`src/rtl/tmr_evt_pkg.sv`:
```
package tmr_evt_pkg;

  // Per-cycle strobes issued by the control half to the datapath half.
  typedef struct packed {
    logic inc;      // advance the count this cycle
    logic load;     // write loadVal into the count (wins over inc)
    logic setFlag;  // software set of the timer flag
    logic clrFlag;  // software clear of the timer flag
    logic ack;      // interrupt controller acknowledge
  } tcStrobe_t;

endpackage

```
`src/rtl/tmr_evt_ctrl.sv`:
```
module tmr_evt_ctrl
  import tmr_evt_pkg::*;
#(
  parameter int CYC_CLKS = 4,
  parameter int PRESCALE = 64
) (
  input  logic      clk,
  input  logic      rstN,
  input  logic      modeCount,
  input  logic      evtLine,
  input  logic      halt,
  input  logic      loadEn,
  input  logic      flagSet,
  input  logic      flagClr,
  input  logic      irqAck,
  output tcStrobe_t strobes
);

  localparam int TICK  = CYC_CLKS * PRESCALE;
  localparam int PSC_W = (TICK > 1) ? $clog2(TICK) : 1;
  localparam logic [PSC_W-1:0] PSC_LAST = PSC_W'(TICK - 1);

  logic [PSC_W-1:0] psc;
  logic             evtPrev;
  logic             pscTick;
  logic             evtRise;

  // Prescaler: overflows every TICK clocks, frozen while halted.
  assign pscTick = !halt && (psc == PSC_LAST);

  always_ff @(posedge clk or negedge rstN) begin
    if (!rstN) begin
      psc <= '0;
    end else if (!halt) begin
      if (psc == PSC_LAST) psc <= '0;
      else                 psc <= psc + 1'b1;
    end
  end

  // Rising-edge detection on the event line.
  always_ff @(posedge clk or negedge rstN) begin
    if (!rstN) evtPrev <= 1'b0;
    else       evtPrev <= evtLine;
  end

  assign evtRise = evtLine && !evtPrev;

  // Source selection and strobe packing.
  always_comb begin
    strobes.inc     = modeCount ? evtRise : pscTick;
    strobes.load    = loadEn;
    strobes.setFlag = flagSet;
    strobes.clrFlag = flagClr;
    strobes.ack     = irqAck;
  end

  AST_HALT_FREEZE: assert property (@(posedge clk) disable iff (!rstN)
    halt |=> psc == $past(psc));

  AST_PSC_RESTART: assert property (@(posedge clk) disable iff (!rstN)
    pscTick |=> psc == '0);

  AST_LEVEL_NO_COUNT: assert property (@(posedge clk) disable iff (!rstN)
    (modeCount && evtPrev) |-> !strobes.inc);

  AST_TIMER_HALT_IDLE: assert property (@(posedge clk) disable iff (!rstN)
    (!modeCount && halt) |-> !strobes.inc);

endmodule

```
`src/rtl/tmr_evt_data.sv`:
```
module tmr_evt_data
  import tmr_evt_pkg::*;
#(
  parameter int CNT_W = 4
) (
  input  logic             clk,
  input  logic             rstN,
  input  tcStrobe_t        strobes,
  input  logic [CNT_W-1:0] loadVal,
  output logic [CNT_W-1:0] count,
  output logic             timerFlag,
  output logic             timerReq
);

  localparam logic [CNT_W-1:0] CNT_MAX = {CNT_W{1'b1}};

  logic wrap;
  logic raise;

  assign wrap  = strobes.inc && !strobes.load && (count == CNT_MAX);
  assign raise = wrap && !timerFlag;

  always_ff @(posedge clk or negedge rstN) begin
    if (!rstN)             count <= '0;
    else if (strobes.load) count <= loadVal;
    else if (strobes.inc)  count <= count + 1'b1;
  end

  always_ff @(posedge clk or negedge rstN) begin
    if (!rstN)                             timerFlag <= 1'b1;
    else if (strobes.setFlag || raise)     timerFlag <= 1'b1;
    else if (strobes.clrFlag)              timerFlag <= 1'b0;
  end

  always_ff @(posedge clk or negedge rstN) begin
    if (!rstN)            timerReq <= 1'b0;
    else if (raise)       timerReq <= 1'b1;
    else if (strobes.ack) timerReq <= 1'b0;
  end

  AST_LOAD_WINS: assert property (@(posedge clk) disable iff (!rstN)
    strobes.load |=> count == $past(loadVal));

  AST_REQ_WITH_FLAG: assert property (@(posedge clk) disable iff (!rstN)
    $rose(timerReq) |-> timerFlag);

  AST_BLOCKED_WRAP: assert property (@(posedge clk) disable iff (!rstN)
    (timerFlag && !timerReq) |=> !timerReq || $past(strobes.clrFlag) || !$past(timerFlag));

  AST_REQ_HOLD: assert property (@(posedge clk) disable iff (!rstN)
    (timerReq && !strobes.ack) |=> timerReq);

  AST_ACK_KEEPS_FLAG: assert property (@(posedge clk) disable iff (!rstN)
    (strobes.ack && !strobes.setFlag && !strobes.clrFlag && !strobes.inc && !strobes.load)
      |=> $stable(timerFlag) && $stable(count));

endmodule

```
`src/rtl/tmr_evt_counter.sv`:
```
module tmr_evt_counter
  import tmr_evt_pkg::*;
#(
  parameter int CYC_CLKS = 4,
  parameter int PRESCALE = 64,
  parameter int CNT_W    = 4
) (
  input  logic             clk,
  input  logic             rstN,
  input  logic             modeCount,
  input  logic             evtLine,
  input  logic             halt,
  input  logic             loadEn,
  input  logic [CNT_W-1:0] loadVal,
  input  logic             flagSet,
  input  logic             flagClr,
  input  logic             irqAck,
  output logic [CNT_W-1:0] count,
  output logic             timerFlag,
  output logic             timerReq
);

  tcStrobe_t strobes;

  tmr_evt_ctrl #(
    .CYC_CLKS(CYC_CLKS),
    .PRESCALE(PRESCALE)
  ) u_ctrl (
    .clk       (clk),
    .rstN      (rstN),
    .modeCount (modeCount),
    .evtLine   (evtLine),
    .halt      (halt),
    .loadEn    (loadEn),
    .flagSet   (flagSet),
    .flagClr   (flagClr),
    .irqAck    (irqAck),
    .strobes   (strobes)
  );

  tmr_evt_data #(
    .CNT_W(CNT_W)
  ) u_data (
    .clk       (clk),
    .rstN      (rstN),
    .strobes   (strobes),
    .loadVal   (loadVal),
    .count     (count),
    .timerFlag (timerFlag),
    .timerReq  (timerReq)
  );

  AST_RESET_FLAG: assert property (@(posedge clk)
    $rose(rstN) |-> timerFlag && !timerReq && count == '0);

endmodule

```
`config.mk`:
```
export PLATFORM = sky130hd
export DESIGN_NAME = tmr_evt_counter
export DESIGN_NICKNAME = d
export VERILOG_FILES = /design/src/rtl/tmr_evt_pkg.sv /design/src/rtl/tmr_evt_ctrl.sv /design/src/rtl/tmr_evt_data.sv /design/src/rtl/tmr_evt_counter.sv
export SDC_FILE = /design/constraint.sdc
export NUM_CORES = 1
export LEC_CHECK = 0
export ABC_AREA = 1
export BUFFER_PORTS_ARGS = -buffer_cell sky130_fd_sc_hd__clkbuf_2
export CORE_MARGIN = 2
export CORE_UTILIZATION = 45
export CTS_CLUSTER_DIAMETER = 150
export CTS_CLUSTER_SIZE = 16
export DETAILED_ROUTE_END_ITERATION = 7
export PLACE_DENSITY = 0.79
export SYNTH_ARGS = -nofsm -noshare
export SYNTH_HDL_FRONTEND = slang
export SYNTH_SLANG_ARGS = --single-unit
```
`constraint.sdc`:
```
create_clock -name clk -period 1.8 [get_ports clk]
set_input_delay 0.54 -clock clk [delete_from_list [all_inputs] [get_ports clk]]
set_output_delay 0.54 -clock clk [all_outputs]
set_load 0.05 [all_outputs]
```
# [After elaboration in Yosys (flattened, before gate mapping)]
# Index checks and enable logic that the tools add are counted.
[word_totals] regBits=15 input_bits=13 out_inout_bits=6
[classes] add_sub_neg=2 n_eq_ne=2 mux=8 n_reduce_logical=13
[op_table] operator="$add 8x1->8 const B" n=1
[op_table] operator="$eq 8x8->1 const B" n=1
[op_table] operator="$mux 4" n=2
[op_table] operator="$mux 8" n=1
[op_table] operator="$reduce_bool 2->1" n=3
[op_table] operator="$logic_and 1x1->1" n=5
[op_table] operator="$mux 1" n=5
[op_table] operator="$add 4x1->4 const B" n=1
[op_table] operator="$eq 4x4->1 const B" n=1
[op_table] operator="$logic_not 1->1" n=4
[op_table] operator="$logic_or 1x1->1" n=1

# [Depth between registers and ports, before layout]
[logic_depth] ltp_word=8 ltp_mapped=7

# [By module]
# Synthesis repeated with hierarchy kept, for this count alone.
[hier_totals] hier_cells=99 hier_area_um2=804.5
[modules_own_cells] mod="tmr_evt_ctrl" n_inst=1 cells_each=60 area_each_um2=491.7 seq_area_each_um2=225.2
[modules_own_cells] mod="tmr_evt_data" n_inst=1 cells_each=39 area_each_um2=312.8 seq_area_each_um2=151.4

# [Least setup slack after synthesis]
# No wires, ideal clock.
[synth_path] kind="reg2reg" startpoint="register u_data.count[0]" endpoint="register u_data.count[2]" setup_time_ns=0.119 arrival_ns=1.218 t_required_ns=1.681 setup_slack_ns=0.462 stages_incl_launch_ff=6 n_path_buf=0 period_less_slack_ns=1.338 cell_sequence="dfrtp_1 -> ha_1 -> xnor2_1 -> o21ai_0 -> nand2_1 -> nand2_1"
[synth_between] elab_chain_cells=3
[synth_lines] item="from (decl)" line_no="tmr_evt_data.sv:10" text="output logic [CNT_W-1:0] count,"
[synth_lines] item="from (signal assigned)" line_no="tmr_evt_data.sv:25" text="else if (strobes.load) count <= loadVal;"
[synth_lines] item="from (signal assigned)" line_no="tmr_evt_data.sv:26" text="else if (strobes.inc) count <= count + 1'b1;"
[synth_lines] item="$add 4x1->4" line_no="tmr_evt_data.sv:26"
[synth_lines] item="$mux 4" line_no="tmr_evt_data.sv:26"
[synth_lines] item="$mux 4" line_no="tmr_evt_data.sv:25"
# Every way passes these cells. The select of a mux whose other input is x is not followed.
# A chain may end at the register's enable or synchronous reset.

# [Worst setup path after layout]
[layout_path] startpoint="register u_data.timerFlag" endpoint="output port timerFlag"
[layout_lines] item="from (decl)" line_no="tmr_evt_data.sv:11" text="output logic timerFlag,"
[layout_lines] item="from (signal assigned)" line_no="tmr_evt_data.sv:30" text="if (!rstN) timerFlag <= 1'b1;"
[layout_lines] item="from (signal assigned)" line_no="tmr_evt_data.sv:31" text="else if (strobes.setFlag || raise) timerFlag <= 1'b1;"
[layout_lines] item="from (signal assigned)" line_no="tmr_evt_data.sv:32" text="else if (strobes.clrFlag) timerFlag <= 1'b0;"
[layout_lines] item="to (decl)" line_no="tmr_evt_counter.sv:19" text="output logic timerFlag,"
# No word-level cell between the ends.

==> metrics.md <==
| Metric | Value |
|---|---|
| Syn Area/Cell | `8.38 um^2` |
| Clk root buf | `clkbuf_4` |
| H-tree levels | `1` |
| P&R area growth vs syn | `18.2%` |
| Chip Height | `46.5 um` |
| Share of layout cells above drive strength 1 | `26.9%` |
| CP required | `1.26 ns` |
| Vias per cell | `4.76` |
| I/O Buffers | `18` |
| Hold_buf cts | `0` |
| Slew @ Worst Pin | `0.370 ns` |
| Maximum VDD drop | `713 uV` |
| CTS tree | `yes` |
| Grt ovf | `0` |
| Unrepaired setup endpoints after global routing | `false` |
| CTS Buf Count | `3` |
| Layout Nets | `135` |
| Wirelength per Cell | `9.53 um` |
| Worst path bufs/invs | `1` |
| Iter 0 DRT Violations | `9` |
| Synth cell types | `21` |
| Worst hold margin | `0.156 ns` |
| DRT Wirelength | `1.37 mm` |
| DR pass1 iterations | `2` |
| Routed via count | `685` |
| Period minus WS final | `1.64 ns` |
| Synthesized instance count | `97` |
| Reg2Reg Launch Point | `u_ctrl.psc[0]` |
| Max-slew headroom | `75.3%` |
| Post-synth design cell area | `813 um^2` |
| Maximum fanout along the worst path | `3` |
| Worst setup path class | `reg -> out` |
| First-pass GRT wire length | `2.23 mm` |
| Setup bufs post-CTS | `0` |
| Diodes inserted | `0` |
| # IOs | `19` |
| Sum Neg Setup Slack | `0 ns` |
| Synth area leader | `dfrtp_1` |
| Clk sinks | `15` |
| FF-to-FF path depth | `7` |
| Final Hold Viols | `0` |
| Crit path DAT | `1.10 ns` |
| Largest net degree at the start of global routing | `16` |
| Gpl congestion | `0.793` |
| Max-cap violations | `0` |
| Kind of start point of the critical path | `flip-flop` |
| Worst Skew | `0.00241 ns` |
| Reg2reg setup slack | `0.49 ns` |
| Max Slew Vio Count | `0` |
| Cell family with most CP delay | `flip-flops` |
| Critical path's slowest cell | `dfstp_2` |
| Ys Warns | `0` |
| Layout fillers | `162` |
| # resized after CTS | `0` |
| HP Class | `in -> async` |
| Pwr Density | `1080 nW/um^2` |
| Reg2Reg Capture Point | `u_data.count[1]` |
| Worst path depth | `1` |
| Slowest stage delay, CP | `0.55 ns` |
| Crit-path cells | `clkbuf_2` |
| DRC violations left | `0` |
| DP HPWL | `1.11 mm` |
| Setup violations, final | `0` |
| Period utilization | `90.9%` |
| Row cnt | `15` |
| Post-synthesis sequential area ratio | `46.3%` |
| Syn nets | `112` |
| Yosys top cell area share | `43.1%` |
| Number of synthesized register bits | `15` |
| Number of global-route vias before repair | `521` |
| Starting Density | `47.6%` |
| Horiz. Die Dim | `46.5 um` |
| Initial antenna violation count | `0` |
| DIE AREA | `2160 um^2` |
| Core Box Area | `1710 um^2` |
| Clk_lat worst skew | `0.28 ns` |
| Fmax | `611 MHz` |
| Crit end category | `primary output` |
| Area contributors post-synth | `dfrtp_1 (43%), nand2_1 (17%), inv_1 (4.2%)` |
| Antenna viol nets, final | `0` |
| Clock transition at the registers of the reported paths | `0.08 ns` |
| Status | `complete, no violations` |
| Total GRT Usage | `14.7%` |
| LEAKAGE | `0.512 nW` |
| Max Root-Sink Buffers | `2` |
per-layer routing:
| metal | vias up | share of wire [%] | routed length, um | GRT usage, % |
|---|---|---|---|---|
| met5 | - | 0 | 0 | 0 |
| met4 | 0 | 0 | 0 | 3.43 |
| met3 | 0 | 4.9 | 67 | 5.88 |
| met2 | 11 | 47 | 642 | 22.2 |
| met1 | 317 | 48 | 663 | 19.8 |
| li1 | 357 | - | - | - |
cells in the mapped netlist:
cell     instances
a21oi_1          3
dfrtp_1         14
dfstp_2          1
ha_1             2
inv_1            9
inv_2            1
nand2_1         36
nand2_2          2
nand3_1          4
nand3_2          3
nand3_4          1
nand4_1          5
nor2_1           5
nor2_2           1
nor2_4           1
nor3_4           1
nor3b_1          1
o21ai_0          2
o31ai_1          1
xnor2_1          3
xor2_1           1
cell type report:
class | count | area, um^2 | area share (%)
Multi-Input combinational cell | 72 | 399 | 41.5
Tap cell | 25 | 31.3 | 3.26
Timing Repair Buffer | 18 | 90.1 | 9.37
Clock buffer | 4 | 26.3 | 2.73
Sequential cell | 15 | 377 | 39.2
Inverter | 10 | 37.5 | 3.91
worst max-delay path by stage:
stage / slack [ns] / to / startpoint
6_report: 0.16 / timerFlag / u_data.timerFlag
5_1_grt: 0.12 / timerFlag / u_data.timerFlag
4_1_cts: 0.15 / timerFlag / u_data.timerFlag
3_5_place_dp: 0.41 / u_ctrl.psc[5] / halt
3_3_place_gp: 0.46 / u_data.count[1] / modeCount
2_1_floorplan: 0.46 / u_data.count[2] / u_data.count[0]
placed cells by master (no fill, tap or decap), drive strengths merged:
| cell | Yosys | routed |
|---|---|---|
| a21oi | 3 | 3 |
| clkbuf | 0 | 22 |
| dfrtp | 14 | 14 |
| dfstp | 1 | 1 |
| ha | 2 | 2 |
| inv | 10 | 10 |
| nand2 | 38 | 38 |
| nand3 | 8 | 8 |
| nand4 | 5 | 5 |
| nor2 | 7 | 7 |
| nor3 | 1 | 1 |
| nor3b | 1 | 1 |
| o21ai | 2 | 2 |
| o31ai | 1 | 1 |
| xnor2 | 3 | 3 |
| xor2 | 1 | 1 |
through the flow:
step	worst slack, ns	power [W]	util [%]	cells	instance area (um^2)
2_1_floorplan	0.462	0.000774	-	97	813
3_3_place_gp	0.459	0.000850	54.7	140	935
3_5_place_dp	0.409	0.000862	54.7	140	935
4_1_cts	0.154	0.00105	56.3	144	961
5_1_grt	0.122	0.00113	56.3	144	961
6_report	0.163	0.00104	56.3	144	961
where the power goes:
| part | total, W | internal [W] | leakage [nW] | switching (W) |
|---|---|---|---|---|
| clock | 0.000187 | 0.0000861 | 0.0150 | 0.000101 |
| combinational | 0.000333 | 0.000117 | 0.320 | 0.000216 |
| sequential | 0.000519 | 0.000428 | 0.177 | 0.0000912 |
| total | 0.00104 | 0.000631 | 0.512 | 0.000409 |
flip-flops by register name (all words and copies together), names as in the netlist:
signal / count
u_ctrl.psc: 8
u_data.count: 4
u_data.timerReq: 1
u_ctrl.evtPrev: 1
u_data.timerFlag: 1
cells by family (layout without fill, tap and decap cells):
family	count (synthesis)	after routing	synth area share, %
adder cells (fa/ha/maj)	2	2	3.08
buffers and inverters	10	32	4.61
XOR/XNOR	4	4	4.31
AND/OR/NAND/NOR	60	60	37.7
AO/OA/AOI/OAI	6	6	4.00
flip-flops	15	15	46.3
(Power assumes the default switching activity.)
